$ cat config.mk
export PLATFORM = sky130hd
export DESIGN_NAME = tmr_base
export DESIGN_NICKNAME = d
export VERILOG_FILES = /design/src/rtl/tmr_base.sv
export SDC_FILE = /design/constraint.sdc
export NUM_CORES = 1
export LEC_CHECK = 0
export ABC_CLOCK_PERIOD_IN_PS = 4390
export BUFFER_PORTS_ARGS = -buffer_cell sky130_fd_sc_hd__buf_2
export CAP_MARGIN = 30
export CORE_MARGIN = 2
export CORE_UTILIZATION = 35
export DETAILED_ROUTE_END_ITERATION = 10
export GPL_TIMING_DRIVEN = 0
export SLEW_MARGIN = 20
export SYNTH_ARGS = -nofsm -noshare
export SYNTH_HDL_FRONTEND = slang
export SYNTH_SLANG_ARGS = --single-unit
export TNS_END_PERCENT = 20
$ cat constraint.sdc
create_clock -name clk -period 4.39 [get_ports clk]
set_input_delay 1.317 -clock clk [delete_from_list [all_inputs] [get_ports clk]]
set_output_delay 1.317 -clock clk [all_outputs]
set_load 0.03 [all_outputs]
$ cat src/rtl/tmr_base.sv
module tmr_base #(
  parameter int W = 16
) (
  input  logic         clk,
  input  logic         rst_n,
  input  logic         en,
  input  logic         wr_en,
  input  logic [2:0]   wr_sel,
  input  logic [W-1:0] wr_data,
  output logic [W-1:0] cnt_o,
  output logic         ovf_o,
  output logic         upd_o,
  output logic         cmp_o
);
  localparam logic [2:0] SEL_CNT = 3'd0;
  localparam logic [2:0] SEL_DIV = 3'd1;
  localparam logic [2:0] SEL_PER = 3'd2;
  localparam logic [2:0] SEL_REP = 3'd3;
  localparam logic [2:0] SEL_CMP = 3'd4;
  localparam logic [2:0] SEL_MOD = 3'd5;
  localparam logic [W-1:0] ZERO = '0;
  localparam logic [W-1:0] ONE  = W'(1);

  logic [W-1:0] cnt_q, psc_q, div_pre, div_act, per_q, rep_q, rep_cnt, cmp_pre, cmp_act;
  logic         buf_q, ovf_q, upd_q;

  wire cwr  = wr_en && wr_sel == SEL_CNT;
  wire run  = en && per_q != ZERO;
  wire tick = run && psc_q == div_act;
  wire wrap = tick && cnt_q >= per_q && !cwr;
  wire fire = wrap && rep_cnt == ZERO;

  always_ff @(posedge clk or negedge rst_n) begin
    if (!rst_n) begin
      cnt_q   <= ZERO;
      psc_q   <= ZERO;
      div_pre <= ZERO;
      div_act <= ZERO;
      per_q   <= ZERO;
      rep_q   <= ZERO;
      rep_cnt <= ZERO;
      cmp_pre <= ZERO;
      cmp_act <= ZERO;
      buf_q   <= 1'b0;
      ovf_q   <= 1'b0;
      upd_q   <= 1'b0;
    end else begin
      ovf_q <= wrap;
      upd_q <= fire;

      if (cwr) begin
        cnt_q <= wr_data;
        psc_q <= ZERO;
      end else if (run) begin
        psc_q <= tick ? ZERO : psc_q + ONE;
        if (tick) cnt_q <= wrap ? ZERO : cnt_q + ONE;
      end

      if (wrap) begin
        div_act <= div_pre;
        rep_cnt <= fire ? rep_q : rep_cnt - ONE;
      end

      if (wr_en) begin
        case (wr_sel)
          SEL_DIV: div_pre <= wr_data;
          SEL_PER: per_q   <= wr_data;
          SEL_REP: rep_q   <= wr_data;
          SEL_CMP: cmp_pre <= wr_data;
          SEL_MOD: buf_q   <= wr_data[0];
          default: ;
        endcase
      end

      if (wr_en && wr_sel == SEL_CMP && !buf_q) cmp_act <= wr_data;
      else if (fire)                            cmp_act <= cmp_pre;
    end
  end

  assign cnt_o = cnt_q;
  assign ovf_o = ovf_q;
  assign upd_o = upd_q;
  assign cmp_o = cnt_q < cmp_act;
endmodule


==> flow_metrics.tcl, run 1 <==
set metrics [dict create \
    worstMarginPinSlew_ns 0.809 \
    die_area_um2 23400 \
    grt_first_pass_wirelength_mm 34.2 \
    synth_edf_count 0 \
    antenna_cells 0 \
    drv_cap 0 \
    p_comb_share_pct 35.0 \
    holdCritPathClass "register to register" \
    grtUsageTotal_pct 18.9 \
    place_inst 1087 \
    slew_headroom_pct 45.6 \
    syn_area_per_cell_um2 10.2 \
    seq_power_share_pct 39.6 \
    final_cells 1119 \
    coreArea_um2 21800 \
    ff_latch_area_um2 3680 \
    report.final.slew_viol_count 0 \
    globalplace.congestion 0.870 \
    design_area_um2 8910 \
    power.total_mw 5.37 \
    ys_async_sr_fraction_pct 100 \
    ys.warnings.count 0 \
    status "completed" \
    p_int_mw 3.31 \
    synth.distinct_cells 59 \
    rows 54 \
    io_pins 42 \
    ctsResizeCount 0 \
    initial_core_util_pct 35.6 \
    crit_fanout 9 \
    max_freq_ghz 0.249 \
    grt_overflow 0 \
    synth-seq-area-share_pct 47.4 \
    h-tree-depth 4 \
    p_clk_share_pct 25.5 \
    place_area_um2 8360 \
    antenna_found_initial 0 \
    fin_util_pct 40.8 \
    num-nets-final 884 \
    rsz0062_at_grt "no" \
    grt_max_degree 76 \
    die_y_um 153 \
    ys_seq_elements 147 \
    route.detailed.drc 0 \
    drive_above_1_share_pct 19.2 \
    viasPerCell 5.38 \
    num_vias 6021 \
    end_kind "output port" \
    synthesis.area_um2 7770 \
    synth_top_area_share_pct 47.4 \
    synth_nets 821 \
    hpwl_mm 15.1 \
    p_per_area_nw_per_um2 603 \
    synth_top_area_cell "dfrtp_1" \
    swShare_pct 38.4 \
    drt_iter0_markers 424 \
    finClkSkew_ns 0.0149 \
    cts.sink_count 147 \
    fin_crit_ns 4.02 \
    worstSetupStartpointType "register" \
    clk_latency_ns 0.43 \
    finalCritPeriodShare_pct 91.5 \
    cts.path.max_buffers 2 \
    synth-main-ff-cell "dfrtp_1" \
    holdWs_ns 0.499 \
    syn2layout_area_growth_pct 14.7 \
    die_x_um 153 \
    ys_top_cells_by_area "dfrtp_1 (47%), mux2_2 (9.7%), ha_1 (5.5%)" \
    leakage_nw 4.03 \
    multi_input_area_um2 3780 \
    fillers 2135 \
    dr.pass1.iters 4 \
    setup_violations 0 \
    cts_tree "done" \
    cp.required_ns 3.07 \
    cts_made_buffers 17 \
    clock-root-buffer "clkbuf_16" \
    post_cts_buffers 0 \
    port_buffers 41 \
    hold_buffers 0 \
    p_sw_mw 2.06 \
    clk_pin_slew_worst_paths_ns 0.07 \
    worstSetupPathType "register to output port" \
    hold_viol 0 \
    arrival_ns 2.70 \
    mostFrequentLayoutCells "dfrtp_1 (147), mux2_2 (67), nand2_1 (65), nand3_1 (54), nor2_1 (52)" \
    final_common_cell "dfrtp_1" \
    grt_pass1_vias 5845 \
    postSynthCellCount 764 \
    detail-route-antenna-nets 0 \
    wire_per_inst_um 19.1 \
    vdd_drop_max_mv 0.239 \
    wl_mm 21.4 \
]
[worst max-delay path, cell delays in order, from the launching register on]
cell and delay [ns]:
dfrtp_1 0.50, ha_1 0.38, a21o_1 0.18, a211oi_1 0.23, o21a_1 0.15, o211ai_1 0.12
a211oi_1 0.42, buf_2 0.28
[state kept, by name, indices dropped and copies added (netlist names), 16 cells and up]
name     count
div_pre     16
rep_q       16
cmp_pre     16
rep_cnt     16
cmp_act     16
psc_q       16
cnt_o       16
per_q       16
div_act     16
[metrics by stage]
step,TNS [ns],setup WS [ns]
4_1_cts,0,0.356
6_report,0,0.372
3_3_place_gp,-40.58,-0.289
5_1_grt,0,0.241
3_5_place_dp,0,0.855
2_1_floorplan,0,0.754
[per-layer routing]
metal  part of all wire [%]  wire [um]  GRT usage (%)
met1                     48      10200           27.4
met2                     46       9810           28.6
met3                    4.0        847           3.20
met4                    2.1        455           6.57
met5                      0          0              0
[layout make-up]
type / instances / share of cell area (%)
multi-input combinational: 545 / 42.4
sequential: 147 / 41.3
clock buffer: 19 / 4.86
tap: 280 / 3.93
timing repair buffer: 44 / 2.82
buffer: 34 / 1.85
inverter: 38 / 1.60
clock inverter: 12 / 1.21
[power groups by stage]
stage               clock, mW  combinational, mW  sequential [mW]
CTS                      1.40               1.88             2.12
detailed placement          0               1.86             2.14
global placement            0               1.81             2.14
finish                   1.37               1.88             2.12
floorplan                   0               1.30             2.12
global route             1.46               2.12             2.18
[Yosys cell counts (13+ instances only)]
| library cell | n |
|---|---|
| ha_1 | 34 |
| nand3_1 | 54 |
| nand2b_1 | 13 |
| nand2_1 | 65 |
| mux2_2 | 67 |
| dfrtp_1 | 147 |
| inv_1 | 38 |
| o21ai_0 | 34 |
| or3_1 | 22 |
| nor2_1 | 52 |
| a21oi_1 | 31 |
| clkbuf_1 | 20 |
| xor2_1 | 23 |
[worst paths after layout]
check	from	endpoint	slack, ns	cells past startpoint
max in group asynchronous	rst_n	rep_cnt[1]$_DFFE_PN0N_	2.78	2
max reg2reg	cnt_o[13]$_DFFE_PN0P_	rep_cnt[10]$_DFFE_PN0N_	1.15	9
min reg2reg	div_pre[13]$_DFFE_PN0P_	div_act[13]$_DFFE_PN0N_	0.50	1
max	cnt_o[4]$_DFFE_PN0P_	cmp_o	0.37	7
min	div_pre[13]$_DFFE_PN0P_	div_act[13]$_DFFE_PN0N_	0.50	1
min in group asynchronous	rst_n	per_q[9]$_DFFE_PN0P_	0.85	1
[cells by family (layout without fill, tap and decap cells)]
| group | after synthesis | in the layout | share of synthesized area, % |
|---|---|---|---|
| AND/OR/NAND/NOR | 288 | 288 | 19.1 |
| flip-flops | 147 | 147 | 47.4 |
| AO/OA/AOI/OAI | 123 | 123 | 10.5 |
| buffers and inverters | 72 | 147 | 3.96 |
| multiplexers | 71 | 71 | 10.3 |
| adder cells (fa/ha/maj) | 34 | 34 | 5.48 |
| XOR/XNOR | 29 | 29 | 3.27 |
Power figures use the tool's default switching activity.
==> inputs of run 2 (changes only) <==
--- a/config.mk
+++ b/config.mk
@@ -5,11 +5,12 @@
 export SDC_FILE = /design/constraint.sdc
 export NUM_CORES = 1
 export LEC_CHECK = 0
-export ABC_CLOCK_PERIOD_IN_PS = 4390
+export ABC_CLOCK_PERIOD_IN_PS = 3900
 export BUFFER_PORTS_ARGS = -buffer_cell sky130_fd_sc_hd__buf_2
 export CAP_MARGIN = 30
 export CORE_MARGIN = 2
 export CORE_UTILIZATION = 35
+export CTS_BUF_LIST = sky130_fd_sc_hd__clkbuf_8
 export DETAILED_ROUTE_END_ITERATION = 10
 export GPL_TIMING_DRIVEN = 0
 export SLEW_MARGIN = 20
==> constraint.sdc (replaced) <==
create_clock -name clk -period 3.9 [get_ports clk]
set_input_delay 1.17 -clock clk [delete_from_list [all_inputs] [get_ports clk]]
set_output_delay 1.17 -clock clk [all_outputs]
set_load 0.03 [all_outputs]
==> run 2 against run 1 <==
  * Combinational power is 12% higher
  * Via count grew 0.65%
  * Worst hold slack improved by 0.0054 ns
  * Setup slack worse by 0.24 ns
  * Cell area is 2.1% lower
  * Wire length barely moved
  * First-iteration DRC count decreased by 1.2%
  * Non-clock buffer count is the same
==> flow_metrics.tcl, run 2 (synthesis gave the netlist of run 1 again) <==
set metrics [dict create \
    status "completed" \
    finalCritPeriodShare_pct 96.7 \
    fin_util_pct 40.0 \
    crit_path_end "cmp_o" \
    syn2layout_area_growth_pct 12.3 \
    p_int_mw 3.35 \
    grtUsageTotal_pct 18.8 \
    top_layer "met4" \
    cp.depth 7 \
    rsz0062_at_grt "no" \
    die_x_um 153 \
    arrival_ns 2.60 \
    route.detailed.drc 0 \
    wl_mm 21.3 \
    post_cts_buffers 0 \
    die_area_um2 23400 \
    num_vias 6060 \
    num-nets-final 884 \
    worstMarginPinSlew_ns 0.810 \
    clk_latency_ns 0.47 \
    grt_overflow 0 \
    crit_fanout 9 \
    finClkSkew_ns 0.0169 \
    worstSetupPathType "register to output port" \
    worst_path_max_delay_cell "dfrtp_1" \
    cts_tree "done" \
    hold_buffers 0 \
    cts_made_buffers 17 \
    p_per_area_nw_per_um2 644 \
    max_freq_ghz 0.265 \
    hold_viol 0 \
    p_comb_share_pct 37.6 \
    vdd_drop_max_mv 0.226 \
    globalplace.congestion 0.870 \
    cts.path.max_buffers 2 \
    dr.pass1.iters 5 \
    setup_violations 0 \
    seq_power_share_pct 42.5 \
    place_area_um2 8360 \
    wl_met3_um 893 \
    clock-root-buffer "clkbuf_8" \
    grt_pass1_vias 5792 \
    slew_headroom_pct 45.5 \
    path_buf_inv 1 \
    end_kind "output port" \
    antenna_found_initial 0 \
    holdWs_ns 0.504 \
    hpwl_mm 15.1 \
    wire_per_inst_um 19.1 \
    report.final.slew_viol_count 0 \
    power.total_mw 5.62 \
    drive_above_1_share_pct 19.3 \
    grt_max_degree 76 \
    final_common_cell "dfrtp_1" \
    setup_total_negative_slack_ns 0 \
    clk_pin_slew_worst_paths_ns 0.09 \
    p_sw_mw 2.27 \
    grt_first_pass_wirelength_mm 33.9 \
    die_y_um 153 \
    cts.sink_count 147 \
    initial_core_util_pct 35.6 \
    wl_met1_mm 10.3 \
    h-tree-depth 4 \
    slowest_delay_ns 0.51 \
    detail-route-antenna-nets 0 \
    design_area_um2 8720 \
    holdCritPathClass "register to register" \
    reg2reg_from "cnt_o[0]$_DFFE_PN0P_" \
    drt_iter0_markers 419 \
    leakage_nw 3.96 \
    swShare_pct 40.5 \
    io_pins 42 \
    rows 54 \
    critPathLaunch "cnt_o[4]$_DFFE_PN0P_" \
    fin_crit_ns 3.77 \
    antenna_cells 0 \
    critPathTopFamily "compound AO/OA/AOI/OAI gates" \
    worst-r2r-cell-count 10 \
    r2r-end "cnt_o[1]$_DFFE_PN0P_" \
    p_clk_share_pct 19.9 \
    drv_cap 0 \
    crit_chain "ha_1 > a21o_1 > a211oi_1 > o21a_1 > o211ai_1 > a211oi_2 > buf_2" \
    coreArea_um2 21800 \
    cp.required_ns 2.73 \
    mostFrequentLayoutCells "dfrtp_1 (147), mux2_2 (67), nand2_1 (65), nand3_1 (54), nor2_1 (52)" \
    viasPerCell 5.42 \
    dr_wl_met2_mm 9.80 \
    worst-r2r-setup-slack_ns 0.66 \
    port_buffers 41 \
    worstSetupStartpointType "register" \
]
[run 2: cell count changes in the layout (fill, tap and decap cells not counted), sizes merged]
| cell | previous run | this run |
|---|---|---|
| inv | 41 | 43 |
| clkbuf | 40 | 38 |
[run 2: power groups by stage]
stage	Clock [mW]	Combinational [mW]	Sequential, mW
after detailed placement	0	2.10	2.41
after CTS	1.14	2.11	2.39
final	1.12	2.11	2.39
after floorplan	0	1.46	2.38
after global placement	0	2.04	2.40
after global routing	1.21	2.38	2.45
[run 2: worst min path at each step]
stage,start,to,slack [ns],cells after the start
after CTS,div_pre[13]$_DFFE_PN0P_,div_act[13]$_DFFE_PN0N_,0.51,1
after global routing,rep_q[12]$_DFFE_PN0P_,rep_q[12]$_DFFE_PN0P_,0.52,1
after detailed placement,rep_q[1]$_DFFE_PN0P_,rep_q[1]$_DFFE_PN0P_,0.49,1
after floorplan,rep_cnt[10]$_DFFE_PN0N_,rep_cnt[10]$_DFFE_PN0N_,0.46,1
final,rep_q[1]$_DFFE_PN0P_,rep_q[1]$_DFFE_PN0P_,0.50,1
after global placement,rep_cnt[10]$_DFFE_PN0N_,rep_cnt[10]$_DFFE_PN0N_,0.48,1
[run 2: area by class of cell]
type                            count  area, um2
Clock buffer                       17        234
Inverter                           38        143
Timing Repair Buffer               44        251
Sequential cell                   147       3680
Tap cell                          280        350
Fill cell                        2158      13100
Clock inverter                     14        115
Buffer                             34        165
Multi-Input combinational cell    545       3790
[run 2: worst reg2reg max path, cell delays in order (launching register included)]
cell and delay (ns):
dfrtp_1 0.50, inv_1 0.13, ha_1 0.30, nand2b_1 0.14, a2111oi_0 0.61, o41ai_1 0.21, nor3_1 0.41, buf_2 0.34
buf_2 0.27, nand3_1 0.10, a21oi_1 0.15
[run 2: routing by layer]
layer  up-vias  GRT usage [%]
met5         -              0
met4         0           5.69
met3        31           3.49
met2       160           28.5
met1      3002           27.4
li1       2867              -
[run 2: timing repair]
item / in CTS / in global routing
endpoints found under the setup margin: 1 / 0
hold endpoints to repair: 0 / 0
resized for setup: 1 / 0
[run 2: stage by stage]
step	std cells	worst slack, ns
4_1_cts	1118	0.0832
5_1_grt	1119	0.00475
6_report	1119	0.130
3_5_place_dp	1087	0.512
3_3_place_gp	1085	-0.632
2_1_floorplan	764	0.411
==> inputs of run 3 (changes only) <==
--- a/config.mk
+++ b/config.mk
@@ -5,7 +5,7 @@
 export SDC_FILE = /design/constraint.sdc
 export NUM_CORES = 1
 export LEC_CHECK = 0
-export ABC_CLOCK_PERIOD_IN_PS = 3900
+export ABC_CLOCK_PERIOD_IN_PS = 3500
 export BUFFER_PORTS_ARGS = -buffer_cell sky130_fd_sc_hd__buf_2
 export CAP_MARGIN = 30
 export CORE_MARGIN = 2
==> constraint.sdc (replaced) <==
create_clock -name clk -period 3.5 [get_ports clk]
set_input_delay 1.05 -clock clk [delete_from_list [all_inputs] [get_ports clk]]
set_output_delay 1.05 -clock clk [all_outputs]
set_load 0.03 [all_outputs]
==> run 3 against run 2 <==
  * Clock power increased by 11%
  * Register-to-register slack lost 0.47 ns
  * Die area stayed put
  * Combinational power grew 18%
  * Wire length is 0.87% higher
  * Total power up 14%
  * Non-clock buffer count increased by 8
  * Sequential cell count unchanged
  * Via count grew 0.31%
  * Setup slack got worse by 0.040 ns
  * Worst hold slack gained 0.0013 ns
  * Final cell count is 0.71% higher
  * Critical path type unchanged
==> flow_metrics.tcl, run 3 (synthesis gave the netlist of run 1 again) <==
set metrics [dict create \
    antenna_cells 0 \
    syn2layout_area_growth_pct 13.7 \
    grt_pass1_vias 5790 \
    worst_path_max_delay_cell "dfrtp_2" \
    num-nets-final 892 \
    antenna_found_initial 0 \
    wl_mm 21.5 \
    clock-root-buffer "clkbuf_8" \
    worstSetupPathType "register to output port" \
    cts_made_buffers 17 \
    globalplace.congestion 0.870 \
    setup_violations 0 \
    report.final.slew_viol_count 0 \
    drt_iter0_markers 479 \
    fin_util_pct 40.5 \
    drive_above_1_share_pct 21.6 \
    wire_per_inst_um 19.1 \
    p_int_mw 3.82 \
    p_per_area_nw_per_um2 723 \
    place_area_um2 8360 \
    critPathTopFamily "compound AO/OA/AOI/OAI gates" \
    cts.sink_count 147 \
    grt_first_pass_wirelength_mm 34.0 \
    cp.required_ns 2.45 \
    detail-route-antenna-nets 0 \
    reg2reg_from "cnt_o[9]$_DFFE_PN0P_" \
    cts_tree "done" \
    grt_overflow 0 \
    vdd_drop_max_mv 0.284 \
    route.detailed.drc 0 \
    clk_latency_ns 0.46 \
    final_common_cell "dfrtp_1" \
    cts.path.max_buffers 2 \
    p_comb_share_pct 39.1 \
    worst-r2r-setup-slack_ns 0.19 \
    ff_latch_area_um2 3690 \
    design_area_um2 8830 \
    swShare_pct 40.2 \
    coreArea_um2 21800 \
    hold_viol 0 \
    leakage_nw 3.99 \
    h-tree-depth 4 \
    initial_core_util_pct 35.6 \
    critPathLaunch "cnt_o[9]$_DFFE_PN0P_" \
    multi_input_area_um2 3820 \
    holdCritPathClass "register to register" \
    slowest_delay_ns 0.49 \
    rows 54 \
    end_kind "output port" \
    clk_pin_slew_worst_paths_ns 0.09 \
    crit_fanout 8 \
    grtUsageTotal_pct 18.8 \
    fillers 2151 \
    seq_power_share_pct 41.5 \
    dr.pass1.iters 5 \
    die_y_um 153 \
    path_buf_inv 1 \
    finClkSkew_ns 0.0165 \
    max_freq_ghz 0.293 \
    viasPerCell 5.39 \
    crit_top_cell "a21o_1" \
    worstSetupStartpointType "register" \
    fin_crit_ns 3.41 \
    min-delay-start "div_pre[9]$_DFFE_PN0P_" \
    grt_max_degree 76 \
    drv_cap 0 \
    status "completed" \
    port_buffers 41 \
    arrival_ns 2.36 \
    p_clk_share_pct 19.4 \
    io_pins 42 \
    slew_headroom_pct 45.8 \
    die_x_um 153 \
    die_area_um2 23400 \
    worstMarginPinSlew_ns 0.805 \
    p_sw_mw 2.57 \
    num_vias 6079 \
    crit_chain "ha_4 > a21o_1 > a21o_1 > a21oi_2 > o211ai_1 > a211oi_2 > buf_4" \
    hold_buffers 0 \
    hpwl_mm 15.1 \
    mostFrequentLayoutCells "dfrtp_1 (139), mux2_2 (67), nand2_1 (65), nand3_1 (54), nor2_1 (52)" \
    finalCritPeriodShare_pct 97.4 \
]
-- run 3: cell count changes in the layout (fill, tap and decap cells not counted) --
cell / before / now
buf_4: 2 / 11
dfrtp_1: 147 / 139
dfrtp_2: 0 / 8
ha_1: 34 / 32
ha_4: 0 / 2
a211oi_1: 2 / 1
a211oi_2: 1 / 2
a21oi_1: 31 / 30
a21oi_2: 0 / 1
buf_2: 46 / 45
inv_1: 40 / 39
inv_2: 0 / 1
-- run 3: worst paths after layout --
kind | endpoint | cells past startpoint
setup / recovery | cmp_o | 7
hold / removal | div_act[9]$_DFFE_PN0N_ | 1
setup reg to reg | rep_cnt[10]$_DFFE_PN0N_ | 10
hold reg to reg | div_act[9]$_DFFE_PN0N_ | 1
max in group asynchronous | div_act[13]$_DFFE_PN0N_ | 2
min in group asynchronous | per_q[9]$_DFFE_PN0P_ | 1
-- run 3: final cells by class --
| cell class | instances | area share (%) |
|---|---|---|
| buffer | 34 | 1.87 |
| clock buffer | 17 | 2.65 |
| clock inverter | 14 | 1.30 |
| inverter | 38 | 1.62 |
| multi-input combinational | 545 | 43.3 |
| sequential | 147 | 41.8 |
| tap | 280 | 3.97 |
| timing repair buffer | 52 | 3.56 |
-- run 3: stage by stage --
step | setup TNS (ns) | hold slack, ns | power [mW] | cells | worst slack, ns
6_report | 0 | 0.505 | 6.39 | 1127 | 0.0899
5_1_grt | -0.0119 | 0.521 | 6.86 | 1127 | -0.0119
4_1_cts | 0 | 0.506 | 6.30 | 1119 | 0.0113
3_5_place_dp | 0 | 0.490 | 5.03 | 1087 | 0.232
3_3_place_gp | -132.17 | 0.478 | 4.95 | 1085 | -0.912
2_1_floorplan | 0 | 0.457 | 4.28 | 764 | 0.131
-- run 3: what timing repair did --
action / 4_1_cts / 5_1_grt
gates cloned: 0 / 0
buffers inserted: 1 / 7
endpoints found under the setup margin: 1 / 1
pin swaps: 1 / 3
resized for setup: 5 / 10
-- run 3: worst register-to-register path, delay by kind of cell (launching register included) --
kind / cells / cell delay (ns)
AO/OA/AOI/OAI: 3 / 1.35
buffers and inverters: 3 / 0.61
flip-flops: 1 / 0.49
AND/OR/NAND/NOR: 3 / 0.47
adder cells (fa/ha/maj): 1 / 0.29
-- run 3: power by group through the flow --
stage	registers, mW	clock network (mW)	logic (mW)
floorplan	2.65	0	1.63
global route	2.71	1.35	2.80
detailed placement	2.69	0	2.34
finish	2.65	1.24	2.50
global placement	2.68	0	2.27
CTS	2.65	1.27	2.37
-- run 3: layer usage --
layer	share of wire, %	wire length [um]	track usage (%)
met5	0	0	0
met4	2.1	442	5.60
met3	5.1	1110	3.49
met2	45	9760	28.6
met1	47	10200	27.4
